## src/rtl/pll_srch_pkg.sv

```systemverilog
package pll_srch_pkg;
  localparam int unsigned N_W    = 4;
  localparam int unsigned M1_W   = 5;
  localparam int unsigned M2_W   = 4;
  localparam int unsigned P1_W   = 4;
  localparam int unsigned P2_W   = 4;
  localparam int unsigned M_W    = 7;
  localparam int unsigned P_W    = 7;
  localparam int unsigned FREQ_W = 32;
  localparam int unsigned DIV_W  = 34;  // ref*M_max needs 34 bits
  localparam int unsigned P1_CNT = 8;

  localparam logic [N_W-1:0]    N_LO   = 4'd3;
  localparam logic [N_W-1:0]    N_HI   = 4'd8;
  localparam logic [M1_W-1:0]   M1_LO  = 5'd10;
  localparam logic [M1_W-1:0]   M1_HI  = 5'd20;
  localparam logic [M2_W-1:0]   M2_LO  = 4'd5;
  localparam logic [M2_W-1:0]   M2_HI  = 4'd9;
  localparam logic [P1_W-1:0]   P1_LO  = 4'd1;
  localparam logic [P1_W-1:0]   P1_HI  = 4'd8;
  localparam logic [P2_W-1:0]   P2_MAX = 4'd14;
  localparam logic [M_W-1:0]    M_LO   = 7'd70;
  localparam logic [M_W-1:0]    M_HI   = 7'd120;
  localparam logic [DIV_W-1:0]  REF_HZ = 34'd96_000_000;
  localparam logic [DIV_W-1:0]  VCO_LO = 34'd1_400_000_000;
  localparam logic [DIV_W-1:0]  VCO_HI = 34'd2_800_000_000;
  localparam logic [FREQ_W-1:0] FMAX_HZ = 32'd400_000_000;

  typedef struct packed {
    logic [P_W-1:0]    p_lo;
    logic [P_W-1:0]    p_hi;
    logic [P2_W-1:0]   p2_slow;
    logic [P2_W-1:0]   p2_fast;
    logic [FREQ_W-1:0] thr;
  } lim_t;

  typedef struct packed {
    logic [N_W-1:0]    n;
    logic [M1_W-1:0]   m1;
    logic [M2_W-1:0]   m2;
    logic [P1_W-1:0]   p1;
    logic [P2_W-1:0]   p2;
    logic [FREQ_W-1:0] freq;
  } best_t;

  localparam best_t BEST_MAX = '{n: N_HI, m1: M1_HI, m2: M2_HI, p1: P1_HI,
                                 p2: P2_MAX, freq: '1};

  typedef enum logic [2:0] {
    S_IDLE, S_CHK_M, S_VCO, S_CHK_P, S_PDIV, S_NXT_P, S_NXT_M, S_DONE
  } st_e;

  function automatic lim_t class_lim(input logic panel);
    lim_t l;
    if (panel) l = '{p_lo: 7'd7, p_hi: 7'd98, p2_slow: 4'd14, p2_fast: 4'd7,
                     thr: 32'd112_000_000};
    else       l = '{p_lo: 7'd5, p_hi: 7'd80, p2_slow: 4'd10, p2_fast: 4'd5,
                     thr: 32'd200_000_000};
    return l;
  endfunction

  function automatic logic [M2_W-1:0] m2_start(input logic [M1_W-1:0] m1);
    return (m1 < M1_W'(M2_HI)) ? M2_W'(m1) : M2_HI;
  endfunction
endpackage

```

## src/rtl/pll_seq_div.sv

```systemverilog
module pll_seq_div #(
  parameter int unsigned W         = 34,
  parameter int unsigned STEP_BITS = 4
) (
  input  logic         clk_i,
  input  logic         rst_ni,
  input  logic         start_i,
  input  logic [W-1:0] a_i,
  input  logic [W-1:0] b_i,
  output logic [W-1:0] q_o,
  output logic         done_o
);
  localparam int unsigned STEPS = (W + STEP_BITS - 1) / STEP_BITS;
  localparam int unsigned PW    = STEPS * STEP_BITS;
  localparam int unsigned CW    = $clog2(STEPS + 1);

  logic [PW-1:0] sh_q, sh_c;
  logic [W:0]    rem_q, rem_c;
  logic [W-1:0]  dvs_q;
  logic [CW-1:0] cnt_q;
  logic          done_q;

  // STEP_BITS restoring iterations per clock; quotient shifts in behind dividend
  always_comb begin
    rem_c = rem_q;
    sh_c  = sh_q;
    for (int k = 0; k < STEP_BITS; k++) begin
      rem_c = {rem_c[W-1:0], sh_c[PW-1]};
      sh_c  = {sh_c[PW-2:0], 1'b0};
      if (rem_c >= {1'b0, dvs_q}) begin
        rem_c   = rem_c - {1'b0, dvs_q};
        sh_c[0] = 1'b1;
      end
    end
  end

  always_ff @(posedge clk_i or negedge rst_ni) begin
    if (!rst_ni) begin
      sh_q   <= '0;
      rem_q  <= '0;
      dvs_q  <= '0;
      cnt_q  <= '0;
      done_q <= 1'b0;
    end else if (start_i) begin
      sh_q   <= PW'(a_i);
      rem_q  <= '0;
      dvs_q  <= b_i;
      cnt_q  <= CW'(STEPS);
      done_q <= 1'b0;
    end else if (cnt_q != '0) begin
      sh_q   <= sh_c;
      rem_q  <= rem_c;
      cnt_q  <= cnt_q - 1'b1;
      done_q <= (cnt_q == CW'(1));
    end else begin
      done_q <= 1'b0;
    end
  end

  assign q_o    = sh_q[W-1:0];
  assign done_o = done_q;
endmodule

```

## src/rtl/pll_word_pack.sv

```systemverilog
module pll_word_pack
  import pll_srch_pkg::*;
(
  input  logic [N_W-1:0]  n_i,
  input  logic [M1_W-1:0] m1_i,
  input  logic [M2_W-1:0] m2_i,
  input  logic [P1_W-1:0] p1_i,
  input  logic [P2_W-1:0] p2_i,
  output logic [31:0]     div_word_o,
  output logic [31:0]     ctl_word_o
);
  localparam int unsigned FLD_W  = 8;
  localparam int unsigned P1_SH  = 16;
  localparam int unsigned P2_BIT = 24;

  logic [P1_CNT-1:0] p1_oh;

  for (genvar g = 0; g < P1_CNT; g++) begin : g_p1_oh
    assign p1_oh[g] = (p1_i == P1_W'(g + 1));
  end

  assign div_word_o = {FLD_W'(0),
                       FLD_W'(n_i)  - FLD_W'(2),
                       FLD_W'(m1_i) - FLD_W'(2),
                       FLD_W'(m2_i) - FLD_W'(2)};

  always_comb begin
    ctl_word_o                      = '0;
    ctl_word_o[P1_SH +: P1_CNT]     = p1_oh;
    ctl_word_o[P2_BIT]              = (p2_i == 4'd5) || (p2_i == 4'd7);
  end
endmodule

```

## src/rtl/pll_div_search.sv

```systemverilog
module pll_div_search
  import pll_srch_pkg::*;
#(
  parameter int unsigned STEP_BITS = 4
) (
  input  logic              clk_i,
  input  logic              rst_ni,
  input  logic              start_i,
  input  logic              lvds_i,
  input  logic [FREQ_W-1:0] target_hz_i,
  output logic              busy_o,
  output logic              done_o,
  output logic              valid_o,
  output logic [N_W-1:0]    n_o,
  output logic [M1_W-1:0]   m1_o,
  output logic [M2_W-1:0]   m2_o,
  output logic [P1_W-1:0]   p1_o,
  output logic [P2_W-1:0]   p2_o,
  output logic [FREQ_W-1:0] freq_hz_o,
  output logic [31:0]       div_word_o,
  output logic [31:0]       ctl_word_o
);
  st_e               st_q;
  logic [N_W-1:0]    n_q;
  logic [M1_W-1:0]   m1_q;
  logic [M2_W-1:0]   m2_q;
  logic [P1_W-1:0]   p1_q;
  logic [P2_W-1:0]   p2_q;
  logic [P_W-1:0]    plo_q, phi_q;
  logic [FREQ_W-1:0] tgt_q, err_q;
  logic [DIV_W-1:0]  vco_q;
  logic              found_q;
  best_t             best_q;

  lim_t              lim_in;
  logic [M_W-1:0]    m_val;
  logic [P_W-1:0]    p_val;
  logic              m_ok, p_ok, vco_ok, last_m, better;
  logic              div_start, div_done;
  logic [DIV_W-1:0]  div_a, div_b, div_q;
  logic [FREQ_W-1:0] freq_c, err_c;

  assign lim_in = class_lim(lvds_i);
  assign m_val  = M_W'(5) * M_W'(m1_q) + M_W'(m2_q);
  assign p_val  = P_W'(p1_q) * P_W'(p2_q);
  assign m_ok   = (m_val >= M_LO) && (m_val <= M_HI);
  assign p_ok   = (p_val >= plo_q) && (p_val <= phi_q);
  assign vco_ok = (div_q >= VCO_LO) && (div_q <= VCO_HI);
  assign last_m = (m2_q == M2_LO) && (m1_q == M1_LO) && (n_q == N_HI);
  assign freq_c = div_q[FREQ_W-1:0];
  assign err_c  = (freq_c > tgt_q) ? freq_c - tgt_q : tgt_q - freq_c;
  assign better = err_c < err_q;

  // one divider serves both the VCO step and the output step
  assign div_start = ((st_q == S_CHK_M) && m_ok) || ((st_q == S_CHK_P) && p_ok);
  assign div_a     = (st_q == S_CHK_M) ? REF_HZ * DIV_W'(m_val) : vco_q;
  assign div_b     = (st_q == S_CHK_M) ? DIV_W'(n_q) : DIV_W'(p_val);

  pll_seq_div #(.W(DIV_W), .STEP_BITS(STEP_BITS)) u_div (
    .clk_i, .rst_ni,
    .start_i (div_start),
    .a_i     (div_a),
    .b_i     (div_b),
    .q_o     (div_q),
    .done_o  (div_done)
  );

  always_ff @(posedge clk_i or negedge rst_ni) begin
    if (!rst_ni) begin
      st_q    <= S_IDLE;
      n_q     <= N_LO;
      m1_q    <= M1_HI;
      m2_q    <= M2_HI;
      p1_q    <= P1_HI;
      p2_q    <= P2_MAX;
      plo_q   <= '0;
      phi_q   <= '0;
      tgt_q   <= '0;
      err_q   <= '1;
      vco_q   <= '0;
      found_q <= 1'b0;
      best_q  <= BEST_MAX;
    end else begin
      unique case (st_q)
        S_IDLE: if (start_i) begin
          tgt_q   <= target_hz_i;
          plo_q   <= lim_in.p_lo;
          phi_q   <= lim_in.p_hi;
          p2_q    <= (target_hz_i <= lim_in.thr) ? lim_in.p2_slow : lim_in.p2_fast;
          found_q <= 1'b0;
          err_q   <= '1;
          n_q     <= N_LO;
          m1_q    <= M1_HI;
          m2_q    <= m2_start(M1_HI);
          p1_q    <= P1_HI;
          if (target_hz_i > FMAX_HZ) begin
            best_q <= BEST_MAX;
            st_q   <= S_DONE;
          end else begin
            st_q   <= S_CHK_M;
          end
        end
        S_CHK_M: st_q <= m_ok ? S_VCO : S_NXT_M;
        S_VCO: if (div_done) begin
          vco_q <= div_q;
          p1_q  <= P1_HI;
          st_q  <= vco_ok ? S_CHK_P : S_NXT_M;
        end
        S_CHK_P: st_q <= p_ok ? S_PDIV : S_NXT_P;
        S_PDIV: if (div_done) begin
          if (better) begin
            err_q   <= err_c;
            found_q <= 1'b1;
            best_q  <= '{n: n_q, m1: m1_q, m2: m2_q, p1: p1_q, p2: p2_q, freq: freq_c};
          end
          st_q <= S_NXT_P;
        end
        S_NXT_P: begin
          if (p1_q == P1_LO) st_q <= S_NXT_M;
          else begin
            p1_q <= p1_q - 1'b1;
            st_q <= S_CHK_P;
          end
        end
        S_NXT_M: begin
          if (last_m) begin
            if (!found_q) best_q <= BEST_MAX;
            st_q <= S_DONE;
          end else begin
            st_q <= S_CHK_M;
            if (m2_q != M2_LO) m2_q <= m2_q - 1'b1;
            else if (m1_q != M1_LO) begin
              m1_q <= m1_q - 1'b1;
              m2_q <= m2_start(m1_q - 1'b1);
            end else begin
              n_q  <= n_q + 1'b1;
              m1_q <= M1_HI;
              m2_q <= m2_start(M1_HI);
            end
          end
        end
        S_DONE:  st_q <= S_IDLE;
        default: st_q <= S_IDLE;
      endcase
    end
  end

  assign busy_o    = (st_q != S_IDLE);
  assign done_o    = (st_q == S_DONE);
  assign valid_o   = found_q;
  assign n_o       = best_q.n;
  assign m1_o      = best_q.m1;
  assign m2_o      = best_q.m2;
  assign p1_o      = best_q.p1;
  assign p2_o      = best_q.p2;
  assign freq_hz_o = best_q.freq;

  pll_word_pack u_pack (
    .n_i        (best_q.n),
    .m1_i       (best_q.m1),
    .m2_i       (best_q.m2),
    .p1_i       (best_q.p1),
    .p2_i       (best_q.p2),
    .div_word_o (div_word_o),
    .ctl_word_o (ctl_word_o)
  );
endmodule

```

## config.mk

```make
export PLATFORM = sky130hd
export DESIGN_NAME = pll_div_search
export DESIGN_NICKNAME = d
export VERILOG_FILES = /design/src/rtl/pll_srch_pkg.sv /design/src/rtl/pll_seq_div.sv /design/src/rtl/pll_word_pack.sv /design/src/rtl/pll_div_search.sv
export SDC_FILE = /design/constraint.sdc
export NUM_CORES = 1
export LEC_CHECK = 0
export ABC_AREA = 1
export BUFFER_PORTS_ARGS = -buffer_cell sky130_fd_sc_hd__buf_2
export CAP_MARGIN = 25
export CORE_UTILIZATION = 45
export DETAILED_ROUTE_END_ITERATION = 7
export PLACE_DENSITY = 0.63
export SYNTH_ARGS = -nofsm -noshare
export SYNTH_HDL_FRONTEND = slang
export SYNTH_SLANG_ARGS = --single-unit
```

## constraint.sdc

```tcl
create_clock -name clk_i -period 8.4 [get_ports clk_i]
set_input_delay 0.84 -clock clk_i [delete_from_list [all_inputs] [get_ports clk_i]]
set_output_delay 0.84 -clock clk_i [all_outputs]
set_load 0.02 [all_outputs]
```

==> out/results.md <==
| Stage | Parameter | Reported |
|:---|:---|:---|
| status | Outcome | finished clean |
| clock network | Number of buffers added by the clock tree synthesis step | 29 |
| global route | Maximum number of pins on one net before global-route repair | 107 |
| detailed routing | DR iter-0 viols | 2485 |
| layout | Footprint of the multi-input gates | 0.01619 mm² |
| sta | Share of the cycle needed by the critical path after routing | 95.07% |
| logic synthesis | Mapped cell area | 0.02537 mm² |
| die | CORE AREA | 0.05542 mm² |
| global route | Number of global-route vias before repair | 22.87k |
| sta | Top achievable clock speed | 125.2 MHz |
| detailed routing | Post-DR vias/cell | 5.499 |
| die | Effective utilization at floorplan | 45.77% |
| logic synthesis | Proportion of register bits with asynchronous set or reset after synthesis | 100.0% |
| logic synthesis | Number of standard cells after synthesis | 3680 |
| die | Area of the die | 0.05732 mm² |
| layout | Most common library cell in the layout ignoring fill and taps | sky130_fd_sc_hd__nand2_1 |
| setup path | Critical path fanouts, max | 14 |
| layout | Number of diodes | 0 |
| setup path | Largest stage delay on the critical path | 440 ps |
| die | Chip Width | 239.4 µm |
| layout | Sequential Area | 0.006636 mm² |
| detailed routing | Total detailed-routing wirelength | 87970 µm |
| min path | Kind of path behind the tightest hold check | input port to async pin |
| setup path | Slowest cell on the critical path | sky130_fd_sc_hd__dfrtp_2 |
| sta | Setup violations, final | 0 |
| sta | Worst slew margin | 31.84% |
| detailed routing | DRC violation count after routing | 0 |
| logic synthesis | Total number of yosys warnings | 0 |
| detailed routing | Antenna Nets Post-Route | 0 |
| layout | Finished Cell Area | 0.02835 mm² |
| global route | Number of antenna violations at the first check in global routing | 1 |
| die | Number of cell rows | 86 |
| logic synthesis | Register bit count reported by yosys | 261 |
| layout | Number of filler cells placed in the layout | 5656 |
| setup path | Crit path required time | 8840 ps |
| clock network | Clock slew at reported path FFs | 60 ps |
| global route | Remaining global-route overflow | 0 |
| placement | Buffers on Ports | 124 |
| placement | Detailed placement HPWL | 70210 µm |
| sta | Pins Over Slew Limit | 0 |
| clock network | Number of sinks on the clock net | 261 |
| detailed routing | Number of optimization iterations in the first detailed-route pass | 6 |
| sta | Slew at the pin with the worst max-slew slack | 1020 ps |
| setup path | Crit Path Class | flip-flop to flip-flop |
| flow run | Max Cap Violations | 0 |
| setup path | Dominant cell type by count on the critical path | sky130_fd_sc_hd__nand3_1 |
| setup path | Startpoint type of the worst setup path | flip-flop |
| global route | Total Routing Usage GR | 30.33% |
| logic synthesis | Distinct cell type count of the synthesized netlist | 69 |
| placement | Routability congestion estimate | 0.9988 |
| clock network | TritonCTS clock tree | built |
| setup path | Arrival time of the worst setup path | 8430 ps |
| clock network | Maximum clock insertion buffer count | 3 |
| detailed routing | Average wire per cell in the routed design | 19.08 µm |
| setup path | Kind of capture point of the worst setup path | flip-flop |
| placement | Area after DPL | 0.02703 mm² |
| logic synthesis | Average cell area after synthesis | 6.893 µm² |
| logic synthesis | Number of synthesized flops with an enable pin | 0 |
| layout | Fraction of layout instances using a drive strength above 1 | 13.93% |
| sta | Worst setup skew after layout | 42.47 ps |
| sta | Final worst path period need | 7986 ps |
| layout | Area growth syn-to-layout | 11.77% |
| clock network | Htree depth | 1 |
| die | DIE HEIGHT | 239.4 µm |
| layout | Top library cells by usage in the layout, fill and taps aside | 802 x sky130_fd_sc_hd__nand2_1, 554 x sky130_fd_sc_hd__inv_1, 371 x sky130_fd_sc_hd__nor2_1 |
| die | Ports placed on the boundary | 156 |
| sta | Number of endpoints with negative hold slack in the final report | 0 |
| global route | Wire length of the first global-routing pass | 134600 µm |
| clock network | Number of hold buffers added after CTS | 0 |
| clock network | Insertion delay of the later-clocked pin in the worst-skew pair | 600 ps |
| logic synthesis | Seq/Total Area, Yosys | 26.16% |
| layout | Final #Nets | 4153 |
| clock network | Clock tree root buffer cell | sky130_fd_sc_hd__clkbuf_16 |
| detailed routing | Detailed-route via count | 25.35k |
| logic synthesis | Most common flop cell mapped by yosys | sky130_fd_sc_hd__dfrtp_1 |
layer usage:
layer	vias to the layer above	part of all wire, %	track usage, %
met5	-	0	0
met4	0	1.8	5.361
met3	102	8.7	4.575
met2	1034	42	44.93
met1	11930	47	46.40
li1	12280	-	-
layout make-up:
cell class,instances,area share [%]
tap,748,3.301
timing repair buffer,227,5.141
multi-input combinational,2738,57.09
clock inverter,8,0.2869
clock buffer,46,3.067
sequential,261,23.41
inverter,582,7.706
repair_timing:
action                                 4_1_cts  5_1_grt
gates cloned                                 0        2
buffers inserted                             0       12
setup endpoints to repair                   18       35
endpoints found under the hold margin        0        0
pin swaps                                    1       23
gates resized for setup                      1       63
sequential cells by signal, indices dropped and copies added (netlist names), 5 cells and up:
| signal | flops |
|---|---|
| u_div.rem_q | 34 |
| tgt_q | 32 |
| m1_o | 5 |
| freq_hz_o | 32 |
| u_div.dvs_q | 7 |
| m1_q | 5 |
| err_q | 32 |
| vco_q | 34 |
| u_div.sh_q | 36 |
worst max-delay path, delay by kind of cell (launching register included):
kind	cells	cell delay, ps
AO/OA/AOI/OAI	7	1170
adder cells (fa/ha/maj)	4	1370
buffers and inverters	10	1180
flip-flops	1	440
AND/OR/NAND/NOR	31	3710
cells in the mapped netlist (4+ instances only):
| cell type | n | share of area [%] |
|---|---|---|
| sky130_fd_sc_hd__nand2_1 | 809 | 12 |
| sky130_fd_sc_hd__inv_1 | 560 | 8.3 |
| sky130_fd_sc_hd__nor2_1 | 386 | 5.7 |
| sky130_fd_sc_hd__o21ai_0 | 259 | 5.1 |
| sky130_fd_sc_hd__ha_1 | 239 | 12 |
| sky130_fd_sc_hd__nand3_1 | 235 | 4.6 |
| sky130_fd_sc_hd__dfrtp_1 | 178 | 18 |
| sky130_fd_sc_hd__a21oi_1 | 168 | 3.3 |
| sky130_fd_sc_hd__dfstp_2 | 83 | 8.6 |
| sky130_fd_sc_hd__xor2_1 | 66 | 2.3 |
| sky130_fd_sc_hd__clkbuf_1 | 59 | 0.87 |
| sky130_fd_sc_hd__nand4_1 | 58 | 1.4 |
| sky130_fd_sc_hd__a31oi_1 | 46 | 1.1 |
| sky130_fd_sc_hd__buf_4 | 44 | 1.3 |
| sky130_fd_sc_hd__fa_1 | 39 | 3.1 |
| sky130_fd_sc_hd__nor3_1 | 38 | 0.75 |
| sky130_fd_sc_hd__xnor2_1 | 36 | 1.2 |
| sky130_fd_sc_hd__o211ai_1 | 32 | 0.95 |
| sky130_fd_sc_hd__a22oi_1 | 31 | 0.92 |
| sky130_fd_sc_hd__nand2_2 | 28 | 0.69 |
| sky130_fd_sc_hd__o21ai_1 | 26 | 0.51 |
| sky130_fd_sc_hd__inv_2 | 19 | 0.28 |
| sky130_fd_sc_hd__or2_2 | 18 | 0.44 |
| sky130_fd_sc_hd__nand3b_1 | 17 | 0.50 |
| sky130_fd_sc_hd__o221ai_1 | 16 | 0.55 |
| sky130_fd_sc_hd__buf_1 | 13 | 0.19 |
| sky130_fd_sc_hd__nor2_2 | 13 | 0.32 |
| sky130_fd_sc_hd__nor2_4 | 13 | 0.58 |
| sky130_fd_sc_hd__buf_6 | 12 | 0.53 |
| sky130_fd_sc_hd__nand3_2 | 12 | 0.47 |
| sky130_fd_sc_hd__nor4_1 | 12 | 0.30 |
| sky130_fd_sc_hd__o21a_1 | 10 | 0.30 |
| sky130_fd_sc_hd__o22ai_1 | 10 | 0.25 |
| sky130_fd_sc_hd__o31ai_1 | 10 | 0.30 |
| sky130_fd_sc_hd__a211oi_1 | 9 | 0.27 |
| sky130_fd_sc_hd__nand2_4 | 7 | 0.31 |
| sky130_fd_sc_hd__o21ai_2 | 7 | 0.24 |
| sky130_fd_sc_hd__o21bai_1 | 5 | 0.15 |
| sky130_fd_sc_hd__a2111oi_0 | 4 | 0.14 |
| sky130_fd_sc_hd__mux2i_1 | 4 | 0.16 |
| sky130_fd_sc_hd__nor3b_1 | 4 | 0.12 |
per-stage QoR:
step | TNS, ps | utilization [%] | worst slack, ps | instances | hold slack [ps]
after floorplan | 0 | - | 5.081 | 3710 | 447.9
after global placement | -151.0 | 48.75 | -22.71 | 4539 | 461.7
after detailed placement | -816.4 | 48.79 | -72.03 | 4540 | 468.8
after CTS | 0 | 50.50 | 20.06 | 4594 | 348.5
after global routing | -2936 | 51.16 | -127.0 | 4610 | 368.9
final | 0 | 51.16 | 413.9 | 4610 | 298.5
path summary, 6_finish.rpt:
kind / from / endpoint / slack (ps) / cells past startpoint
max: u_div.rem_q[2] / u_div.rem_q[10] / 410 / 52
min: rst_ni / tgt_q[16] / 300 / 1
max reg2reg: u_div.rem_q[2] / u_div.rem_q[10] / 410 / 52
min reg2reg: err_q[1] / err_q[1] / 480 / 2
max in group asynchronous: rst_ni / u_div.sh_q[19] / 6740 / 2
min in group clk_i: err_q[1] / err_q[1] / 480 / 2
cell families after synthesis:
kind of cell               count (synthesis)  synth area share [%]
muxes                                      4                0.1579
AOI/OAI and AO/OA                        659                 15.02
DFF                                      261                 26.16
other                                      1               0.01478
xor gates and xnor gates                 102                 3.522
buffers and inverters                    713                 11.57
adders and majority gates                278                 14.87
and+or+nand+nor                         1662                 28.69
Power is left out: the tool's default activity adds up to more than one toggle a clock period on the data nets, which glitch-free logic cannot reach.
